[src/rtl/dp_alu_pkg.sv]
// Package: shared operation codes, flag layout and decode record for the
// data-processing ALU. Assumes a 4-bit operation code.
package dp_alu_pkg;

    typedef enum logic [3:0] {
        OP_AND = 4'b0000, OP_EOR = 4'b0001, OP_SUB = 4'b0010, OP_RSB = 4'b0011,
        OP_ADD = 4'b0100, OP_ADC = 4'b0101, OP_SBC = 4'b0110, OP_RSC = 4'b0111,
        OP_TST = 4'b1000, OP_TEQ = 4'b1001, OP_CMP = 4'b1010, OP_CMN = 4'b1011,
        OP_ORR = 4'b1100, OP_MOV = 4'b1101, OP_BIC = 4'b1110, OP_MVN = 4'b1111
    } alu_op_e;

    // Carry-in source for the adder
    typedef enum logic [1:0] {
        CIN_ZERO = 2'd0,
        CIN_ONE  = 2'd1,
        CIN_FLAG = 2'd2
    } cin_sel_e;

    // Bit positions inside the 4-bit flag vector
    localparam int FLAG_N = 3;
    localparam int FLAG_Z = 2;
    localparam int FLAG_C = 1;
    localparam int FLAG_V = 0;

    typedef struct packed {
        logic     is_arith;  // result comes from the adder
        logic     swap;      // reverse operand order
        logic     inv_sub;   // subtrahend is inverted
        cin_sel_e cin_sel;   // carry-in source
        logic     no_write;  // flags-only operation
    } alu_ctl_t;

endpackage

[src/rtl/dp_alu_decode.sv]
// Operation decoder: turns the 4-bit code into adder steering and write
// control. Purely combinational; assumes codes follow dp_alu_pkg::alu_op_e.
module dp_alu_decode
    import dp_alu_pkg::*;
(
    input  logic [3:0] op_i,
    output alu_ctl_t   ctl_o
);

    // Map each operation code to its control record
    always_comb begin
        ctl_o          = '0;
        ctl_o.cin_sel  = CIN_ZERO;
        ctl_o.no_write = (op_i[3:2] == 2'b10);
        unique case (alu_op_e'(op_i))
            OP_ADD, OP_CMN: begin
                ctl_o.is_arith = 1'b1;
            end
            OP_ADC: begin
                ctl_o.is_arith = 1'b1;
                ctl_o.cin_sel  = CIN_FLAG;
            end
            OP_SUB, OP_CMP: begin
                ctl_o.is_arith = 1'b1;
                ctl_o.inv_sub  = 1'b1;
                ctl_o.cin_sel  = CIN_ONE;
            end
            OP_RSB: begin
                ctl_o.is_arith = 1'b1;
                ctl_o.swap     = 1'b1;
                ctl_o.inv_sub  = 1'b1;
                ctl_o.cin_sel  = CIN_ONE;
            end
            OP_SBC: begin
                ctl_o.is_arith = 1'b1;
                ctl_o.inv_sub  = 1'b1;
                ctl_o.cin_sel  = CIN_FLAG;
            end
            OP_RSC: begin
                ctl_o.is_arith = 1'b1;
                ctl_o.swap     = 1'b1;
                ctl_o.inv_sub  = 1'b1;
                ctl_o.cin_sel  = CIN_FLAG;
            end
            default: begin
                ctl_o.is_arith = 1'b0;
            end
        endcase
    end

endmodule

[src/rtl/dp_alu_adder.sv]
// Adder with carry-in: returns sum, unsigned carry-out and signed overflow.
// Assumes callers have already inverted the subtrahend for subtraction.
module dp_alu_adder #(
    parameter int W = 32
) (
    input  logic [W-1:0] x_i,
    input  logic [W-1:0] y_i,
    input  logic         cin_i,
    output logic [W-1:0] sum_o,
    output logic         cout_o,
    output logic         ovf_o
);

    localparam int MSB = W - 1;

    logic [W:0] wide;

    // Full-width addition with one extra bit for the carry
    always_comb begin
        wide   = {1'b0, x_i} + {1'b0, y_i} + {{W{1'b0}}, cin_i};
        sum_o  = wide[W-1:0];
        cout_o = wide[W];
    end

    // Overflow: equal input signs, result sign differs
    always_comb begin
        ovf_o = (x_i[MSB] == y_i[MSB]) && (sum_o[MSB] != x_i[MSB]);
    end

endmodule

[src/rtl/dp_alu_logic.sv]
// Bitwise unit: logical, move and bitwise-test operations.
// Assumes arithmetic codes are handled elsewhere; returns zero for them.
module dp_alu_logic
    import dp_alu_pkg::*;
#(
    parameter int W = 32
) (
    input  logic [3:0]   op_i,
    input  logic [W-1:0] a_i,
    input  logic [W-1:0] b_i,
    output logic [W-1:0] res_o
);

    // Select the bitwise function for the code
    always_comb begin
        unique case (alu_op_e'(op_i))
            OP_AND, OP_TST: res_o = a_i & b_i;
            OP_EOR, OP_TEQ: res_o = a_i ^ b_i;
            OP_ORR:         res_o = a_i | b_i;
            OP_MOV:         res_o = b_i;
            OP_BIC:         res_o = a_i & ~b_i;
            OP_MVN:         res_o = ~b_i;
            default:        res_o = '0;
        endcase
    end

endmodule

[src/rtl/dp_alu_core.sv]
// Data-processing ALU top: decodes the code, steers the adder or bitwise
// unit, forms the next flags and registers all outputs (one-cycle latency).
// Assumes opb_i is already shifted and shift_c_i is the matching carry.
module dp_alu_core
    import dp_alu_pkg::*;
#(
    parameter int W = 32
) (
    input  logic         clk,
    input  logic         rst_n,
    input  logic [3:0]   op_i,
    input  logic         set_flags_i,
    input  logic [W-1:0] opa_i,
    input  logic [W-1:0] opb_i,
    input  logic [3:0]   flags_i,
    input  logic         shift_c_i,
    output logic [W-1:0] result_o,
    output logic         wr_en_o,
    output logic [3:0]   flags_o
);

    localparam int MSB = W - 1;

    alu_ctl_t       ctl;
    logic [W-1:0]   add_x, add_y, add_sum, logic_res, res_d;
    logic           add_cin, add_cout, add_ovf;
    logic [3:0]     flags_d;
    logic           live_q;

    dp_alu_decode u_dec (
        .op_i  (op_i),
        .ctl_o (ctl)
    );

    // Order operands and invert the subtrahend for subtracting forms
    always_comb begin
        add_x = ctl.swap ? opb_i : opa_i;
        add_y = ctl.swap ? opa_i : opb_i;
        if (ctl.inv_sub) add_y = ~add_y;
        unique case (ctl.cin_sel)
            CIN_ONE:  add_cin = 1'b1;
            CIN_FLAG: add_cin = flags_i[FLAG_C];
            default:  add_cin = 1'b0;
        endcase
    end

    dp_alu_adder #(.W(W)) u_add (
        .x_i    (add_x),
        .y_i    (add_y),
        .cin_i  (add_cin),
        .sum_o  (add_sum),
        .cout_o (add_cout),
        .ovf_o  (add_ovf)
    );

    dp_alu_logic #(.W(W)) u_log (
        .op_i  (op_i),
        .a_i   (opa_i),
        .b_i   (opb_i),
        .res_o (logic_res)
    );

    // Pick the result source
    always_comb res_d = ctl.is_arith ? add_sum : logic_res;

    // Form next flags, holding them all when no update is requested
    always_comb begin
        flags_d = flags_i;
        if (set_flags_i) begin
            flags_d[FLAG_N] = res_d[MSB];
            flags_d[FLAG_Z] = (res_d == '0);
            flags_d[FLAG_C] = ctl.is_arith ? add_cout : shift_c_i;
            flags_d[FLAG_V] = ctl.is_arith ? add_ovf  : flags_i[FLAG_V];
        end
    end

    // Output register with synchronous active-low reset
    always_ff @(posedge clk) begin
        if (!rst_n) begin
            result_o <= '0;
            wr_en_o  <= 1'b0;
            flags_o  <= '0;
            live_q   <= 1'b0;
        end else begin
            result_o <= res_d;
            wr_en_o  <= !ctl.no_write;
            flags_o  <= flags_d;
            live_q   <= 1'b1;
        end
    end

    // flags-only codes never write a destination
    p_test_nowrite_r5: assert property (@(posedge clk) disable iff (!rst_n)
        live_q && $past(op_i[3:2] == 2'b10) |-> !wr_en_o);

    // flags pass through unchanged without an update request
    p_hold_flags_r6: assert property (@(posedge clk) disable iff (!rst_n)
        live_q && $past(!set_flags_i) |-> flags_o == $past(flags_i));

    // N and Z agree with the registered result
    p_nz_match_r7: assert property (@(posedge clk) disable iff (!rst_n)
        live_q && $past(set_flags_i) |->
            (flags_o[FLAG_N] == result_o[MSB]) && (flags_o[FLAG_Z] == (result_o == '0)));

    // bitwise codes take C from the shifter and keep V
    p_logic_cv_r10: assert property (@(posedge clk) disable iff (!rst_n)
        live_q && $past(set_flags_i) && $past(!ctl.is_arith) |->
            (flags_o[FLAG_C] == $past(shift_c_i)) && (flags_o[FLAG_V] == $past(flags_i[FLAG_V])));

    // overflow with opposite-sign add inputs is impossible
    p_no_overflow_r9: assert property (@(posedge clk) disable iff (!rst_n)
        live_q && $past(set_flags_i) && $past(op_i == 4'b0100)
            && $past(opa_i[MSB] != opb_i[MSB]) |-> !flags_o[FLAG_V]);

endmodule

[config.mk]
export PLATFORM = sky130hd
export DESIGN_NAME = dp_alu_core
export DESIGN_NICKNAME = d
export VERILOG_FILES = /design/src/rtl/dp_alu_pkg.sv /design/src/rtl/dp_alu_decode.sv /design/src/rtl/dp_alu_adder.sv /design/src/rtl/dp_alu_logic.sv /design/src/rtl/dp_alu_core.sv
export SDC_FILE = /design/constraint.sdc
export NUM_CORES = 1
export LEC_CHECK = 0
export ABC_AREA = 1
export BUFFER_PORTS_ARGS = -buffer_cell sky130_fd_sc_hd__buf_4
export CORE_UTILIZATION = 50
export CTS_BUF_LIST = sky130_fd_sc_hd__clkbuf_16
export DETAILED_ROUTE_END_ITERATION = 6
export PLACE_DENSITY = 0.71
export SETUP_SLACK_MARGIN = 0.4
export SYNTH_ARGS = -nofsm -noshare
export SYNTH_HDL_FRONTEND = slang
export SYNTH_HIERARCHICAL = 1
export SYNTH_SLANG_ARGS = --single-unit
[constraint.sdc]
create_clock -name clk -period 4.4 [get_ports clk]
set_clock_uncertainty 0.2 [all_clocks]
set_input_delay 0 -clock clk [delete_from_list [all_inputs] [get_ports clk]]
set_output_delay 0 -clock clk [all_outputs]
set_load 0.02 [all_outputs]
==> reports/metrics.yaml, run 1 <==
status:
  status: "finished, final reports clean"
floorplanning:
  top_level_ports: 113
  dieHeight_um: 126
  core_um2: 14800
  start_util_pct: 52.1
  die_x_um: 126
  rows: 44
  die_area_um2: 15900
timing:
  max_slew_margin_pct: 37.2
  fin_crit_sh_pct: 84.0
  slew_violations: 0
  setup_violations: 0
  setup_tns_ns: 0
  min_period_ns: 3.69
  worst_hold_slack_ns: 0.0595
  rsz0062_at_grt: "false"
  hold_viol_final: 0
  worst_pin_slew_ns: 0.939
  fmax_ghz: 0.271
yosys:
  syn_area_um2: 7690
  synth_cells: 1486
  syn_nets: 1629
  syn_area_per_cell_um2: 5.17
  ys_types: 33
  synth_warnings: 6
  synth_seq_cells: 37
  ys_seq_area_share_pct: 9.64
  yosysTopAreaCell: "nand2_1"
  synth_area_leaders: "nand2_1 (30%), inv_1 (11%), ha_1 (11%), dfxtp_1 (9.6%), nor2_1 (6.4%)"
  synth_top_area_share_pct: 29.9
clock_tree:
  cts.sinks: 37
  clk_pin_slew_ns: 0.05
  root_buffer: "clkbuf_16"
  h-tree-depth: 2
  cts_buffer_depth: 2
  tritoncts: "built"
  cts_buffers: 5
pwr:
  power_density_nw_per_um2: 249
  p_leak_nw: 5.19
  irDropWorstVdd_v: 0.000187
worst_setup_path:
  worst_ep_required_time_ns: 4.37
  path_class: "primary input to register"
  crit_fanout: 56
  cp-end-kind: "register"
  crit_path_start_kind: "primary input"
  cp.arrival_ns: 3.67
detailed_routing:
  drt-vias-per-instance: 5.07
  drt_first_pass_iters: 7
  drc: 0
  ant_nets: 0
  wl_per_cell_um: 13.8
  drtIter0Drc: 710
  vias: 8919
  wirelength_um: 24200
placement:
  dp.cells: 1733
  hpwl_um: 18900
  io_buffers: 112
  gp_congestion: 0.997
grt:
  grt_pass1_vias: 7762
  grt_usage_pct: 29.9
  grt_overflow: 0
  antenna_found_initial: 0
  grt_start_max_net_pins: 65
  grt_pass1_wl_um: 38300
cells_and_area:
  area_growth_pct: 15.6
  drive_above_1_share_pct: 10.4
  layout_commonest_cell: "nand2_1"
  final_cells: 1758
  mostFrequentLayoutCells: "nand2_1 (612), inv_1 (227), nor2_1 (131)"
  multi_input_area_um2: 5800
  fillers: 1599
  n_antenna_cell: 0
  final_core_util_pct: 60.2
  nets: 1716
  register_area_um2: 741
hold_path:
  hp-class: "primary input to register"
run:
  cap_violations: 0
worst max-delay path, stage by stage:
cell and delay, ns:
buf_4 0.11, inv_1 0.13, nand2_1 0.19, a21oi_4 0.27, buf_12 0.25, buf_4 0.18, nand2_1 0.05, o21ai_0 0.09
xnor2_1 0.16, ha_1 0.33, nand2_1 0.19, inv_1 0.06, nand2_1 0.06, nand2_1 0.08, nand2_1 0.07, nand2_1 0.06
a21oi_1 0.16, nand2_2 0.11, xor2_1 0.14, inv_1 0.05, nand2_1 0.04, nand2_1 0.11, nand2_1 0.06, o211ai_1 0.07
dlygate4sd3_1 0.58, inv_1 0.04
registers in the layout (all words and copies together), names as in the netlist:
| signal | flops |
|---|---|
| result_o | 32 |
| flags_o | 4 |
| wr_en_o | 1 |
final cells by class:
type                    count  area share, %
inverters                 229           9.73
flip-flops and latches     37           8.34
repair buffers            139           12.5
clock inverters             3          0.127
multi-input cells        1161           65.3
clock buffers               5           1.41
well taps                 184           2.59
through the flow:
stage / total power [W] / setup WS (ns) / instance area, µm²
2_1_floorplan: 0.00144 / 1.06 / 7690
3_3_place_gp: 0.00186 / 0.389 / 8590
3_5_place_dp: 0.00186 / 0.235 / 8590
4_1_cts: 0.00219 / 0.453 / 8830
5_1_grt: 0.00241 / 0.413 / 8880
6_report: 0.00222 / 0.706 / 8880
power by group:
| part | internal (W) | switching, W | total (W) |
|---|---|---|---|
| clock network | 0.000202 | 0.000112 | 0.000314 |
| registers | 0.000380 | 0.00000995 | 0.000390 |
| logic | 0.000544 | 0.000967 | 0.00151 |
kinds of logic after synthesis:
kind of cell,Yosys count,synth area share [%]
xor gates and xnor gates,52,5.93
and+or+nand+nor,872,46.3
buffers and inverters,289,15.6
AOI/OAI and AO/OA,169,11.4
DFF,37,9.64
adders and majority gates,67,11.1
layer usage:
layer	wire, µm	part of all wire (%)	track usage, %	vias to the layer above
met1	12100	50	44.6	3868
met4	516	2.1	8.01	0
met2	9820	41	45.7	303
met5	0	0	0	-
li1	-	-	-	4717
met3	1760	7.3	2.68	31
Yosys cell counts:
cell and count:
a21o_1 2, a21oi_1 69, a21oi_2 1, buf_1 6, buf_2 34, buf_4 3, buf_6 7, clkbuf_1 10
clkinv_1 1, clkinv_4 1, dfxtp_1 37, fa_1 2, ha_1 65, inv_1 224, inv_2 3, nand2_1 613
nand2_2 14, nand3_1 59, nand3b_1 34, nand4_1 6, nor2_1 132, nor2_2 5, nor2_4 1, nor3_1 6
nor3_2 1, nor4_1 1, o211ai_1 2, o21a_1 3, o21ai_0 78, o21ai_1 9, o21bai_1 5, xnor2_1 31
xor2_1 21
worst paths after layout:
kind / startpoint / endpoint / slack (ns) / depth (start not counted)
min: opb_i[9] / result_o[9] / 0.06 / 7
max: op_i[3] / flags_o[3] / 0.71 / 26
what timing repair did:
| item | in CTS | in global routing |
|---|---|---|
| setup buffers | 0 | 5 |
| setup endpoints to repair | 0 | 3 |
| gates resized for setup | 0 | 1 |
| endpoints found under the hold margin | 5 | 0 |
| hold buffers | 11 | 0 |
Power figures use the tool's default switching activity.
==> run 2: changes to the inputs <==
--- a/config.mk
+++ b/config.mk
@@ -10,7 +10,7 @@
 export CORE_UTILIZATION = 50
 export CTS_BUF_LIST = sky130_fd_sc_hd__clkbuf_16
 export DETAILED_ROUTE_END_ITERATION = 6
-export PLACE_DENSITY = 0.71
+export PLACE_DENSITY = 0.74
 export SETUP_SLACK_MARGIN = 0.4
 export SYNTH_ARGS = -nofsm -noshare
 export SYNTH_HDL_FRONTEND = slang
==> constraint.sdc (replaced) <==
create_clock -name clk -period 3.1 [get_ports clk]
set_clock_uncertainty 0.2 [all_clocks]
set_input_delay 0 -clock clk [delete_from_list [all_inputs] [get_ports clk]]
set_output_delay 0 -clock clk [all_outputs]
set_load 0.02 [all_outputs]
==> reports/metrics.yaml, run 2 (synthesis gave the netlist of run 1 again) <==
worst_setup_path:
  max_stage_delay_ns: 0.43  # -0.15 ns
  crit_slowest_cell: "a21oi_2"
  crit_fanout: 5  # -91%
  path_class: "primary input to register"
  cp.arrival_ns: 3.55  # -0.12 ns
  worst_ep_required_time_ns: 3.11  # -1.26 ns
  crit_path_start_kind: "primary input"
  cp-end-kind: "register"
  cp_common_cell: "nand2_1"
hold_path:
  min_from: "op_i[2]"
  hp-class: "primary input to register"
  min_to: "wr_en_o"
  holdPathStages: 5  # -2
grt:
  met2_usage_pct: 56.9  # +11 points
  use_met1_pct: 44.5  # -0.066 points
  grt_usage_pct: 33.9  # +4.0 points
  grt_start_max_net_pins: 65  # unchanged
  busiest_layer: "met2"
  antenna_found_initial: 0  # unchanged
  grt_pass1_wl_um: 43700  # +14%
  use_met3_pct: 4.08  # +1.4 points
  grt_overflow: 0  # unchanged
  grt_pass1_vias: 9215  # +19%
cells_and_area:
  register_area_um2: 741  # unchanged
  multi_input_area_um2: 7180  # +24%
  largest_register_ffs: 32  # unchanged
  final_core_util_pct: 82.7  # +22 points
  largestRegisters: "result_o: 32 flops, flags_o: 4 flops, wr_en_o: 1 flops"
  nets: 1912  # +11%
  area_growth_pct: 58.7
  mostFrequentLayoutCells: "nand2_1 (509), buf_4 (266), inv_1 (211)"
  drive_above_1_share_pct: 36.0  # +26 points
  n_antenna_cell: 0  # unchanged
  fillers: 936  # -41%
  layout_commonest_cell: "nand2_1"
  top_register: "result_o"
timing:
  setup_violations: 12  # +12
  worst_hold_slack_ns: 0.121  # +0.0611 ns
  hold_viol_final: 0  # unchanged
  worst_pin_slew_ns: 1.02  # +0.0777 ns
  worst_slack_ns: -0.445  # -1.15 ns
  max_slew_margin_pct: 32.1  # -5.1 points
  fin_crit_sh_pct: 114
  min_period_ns: 3.55
  rsz0062_at_grt: "true"
  fmax_ghz: 0.282
  slew_violations: 0  # unchanged
floorplanning:
  top_level_ports: 113  # unchanged
  start_util_pct: 52.1  # unchanged
  dieHeight_um: 126  # unchanged
  rows: 44  # unchanged
  die_x_um: 126  # unchanged
  die_area_um2: 15900  # unchanged
  core_um2: 14800  # unchanged
status:
  status: "finished, violations left"
  violations: "setup timing"
placement:
  gp_congestion: 0.997  # unchanged
  io_buffers: 112  # unchanged
  hpwl_um: 19500  # +3.3%
pwr:
  total_power_w: 0.00497  # +120%
  p_leak_nw: 6.65  # +28%
  power_density_nw_per_um2: 407  # +63%
  irDropWorstVdd_v: 0.000303  # +63%
clock_tree:
  root_buffer: "clkbuf_16"
  clk_pin_slew_ns: 0.05  # about the same
  cts_buffers: 5  # unchanged
  cts_buffer_depth: 2  # unchanged
  h-tree-depth: 2  # unchanged
  tritoncts: "built"
  cts.sinks: 37  # unchanged
detailed_routing:
  wirelength_um: 34900  # +44%
  drt-vias-per-instance: 5.87  # +16%
  wl_per_cell_um: 17.9  # +30%
  drtIter0Drc: 1483  # +110%
  ant_nets: 0  # unchanged
  vias: 11500  # +29%
  drc: 0  # unchanged
  drt_first_pass_iters: 7  # unchanged
run:
  cap_violations: 0  # unchanged
## run 2: cell count changes in the layout (fill, tap and decap cells not counted), moves of 19 or more
cell	delta
buf_4	+141
nand2_1	-103
nand2_2	+73
o21ai_0	-47
buf_6	+39
nor2_1	-35
o21ai_2	+33
nand2_4	+29
a21oi_1	-28
nor2_2	+20
ha_1	-19
## run 2: repair_timing
item                                   CTS  global route
hold buffers                             8             0
gates cloned                             7             2
setup endpoints to repair               28            32
endpoints found under the hold margin    4             0
setup buffers                           38            36
pin swaps                               76           115
resized for setup                      181           274
## run 2: final cells by class
type / count / area share (%)
clock buffers: 5 / 1.03
clock inverters: 3 / 0.308
inverters: 229 / 7.14
multi-input cells: 1160 / 58.8
flip-flops and latches: 37 / 6.07
well taps: 184 / 1.89
repair buffers: 336 / 24.7
## run 2: where the power goes
part / internal [W] / total, W / leakage, nW / switching (W)
sequential: 0.000540 / 0.000555 / 0.307 / 0.0000156
combinational: 0.00168 / 0.00387 / 6.26 / 0.00218
clock: 0.000373 / 0.000544 / 0.0826 / 0.000172
## run 2: how the worst max path moves through the flow
stage            start    endpoint  slack [ns]
2_1_floorplan  op_i[3]  flags_o[2]        0.11
3_3_place_gp   op_i[3]  flags_o[2]       -0.29
3_5_place_dp   op_i[3]  flags_o[2]       -0.38
4_1_cts        op_i[3]  flags_o[2]       0.003
5_1_grt        op_i[3]  flags_o[2]       -0.63
6_report       op_i[3]  flags_o[2]       -0.45
## run 2: metrics by stage
| step | TNS (ns) | cells | area (µm²) | setup slack (ns) |
|---|---|---|---|---|
| final | -1.85 | 1954 | 12200 | -0.445 |
| after global routing | -4.08 | 1954 | 12200 | -0.626 |
| after CTS | 0 | 1916 | 10900 | 0.00293 |
| after detailed placement | -1.01 | 1855 | 9550 | -0.384 |
| after global placement | -0.381 | 1855 | 9550 | -0.294 |
| after floorplan | 0 | 1486 | 7720 | 0.112 |
## run 2: metal layers
layer | part of all wire (%) | vias to the layer above
li1 | - | 5114
met1 | 35 | 5019
met2 | 44 | 1001
met3 | 13 | 338
met4 | 8.1 | 0
met5 | 0 | -
## run 2: worst max-delay path, delay by kind of cell
kind	cells	cell delay (ns)
AO/OA/AOI/OAI	5	1.03
adder cells (fa/ha/maj)	1	0.27
buffers and inverters	8	0.89
AND/OR/NAND/NOR	15	1.35
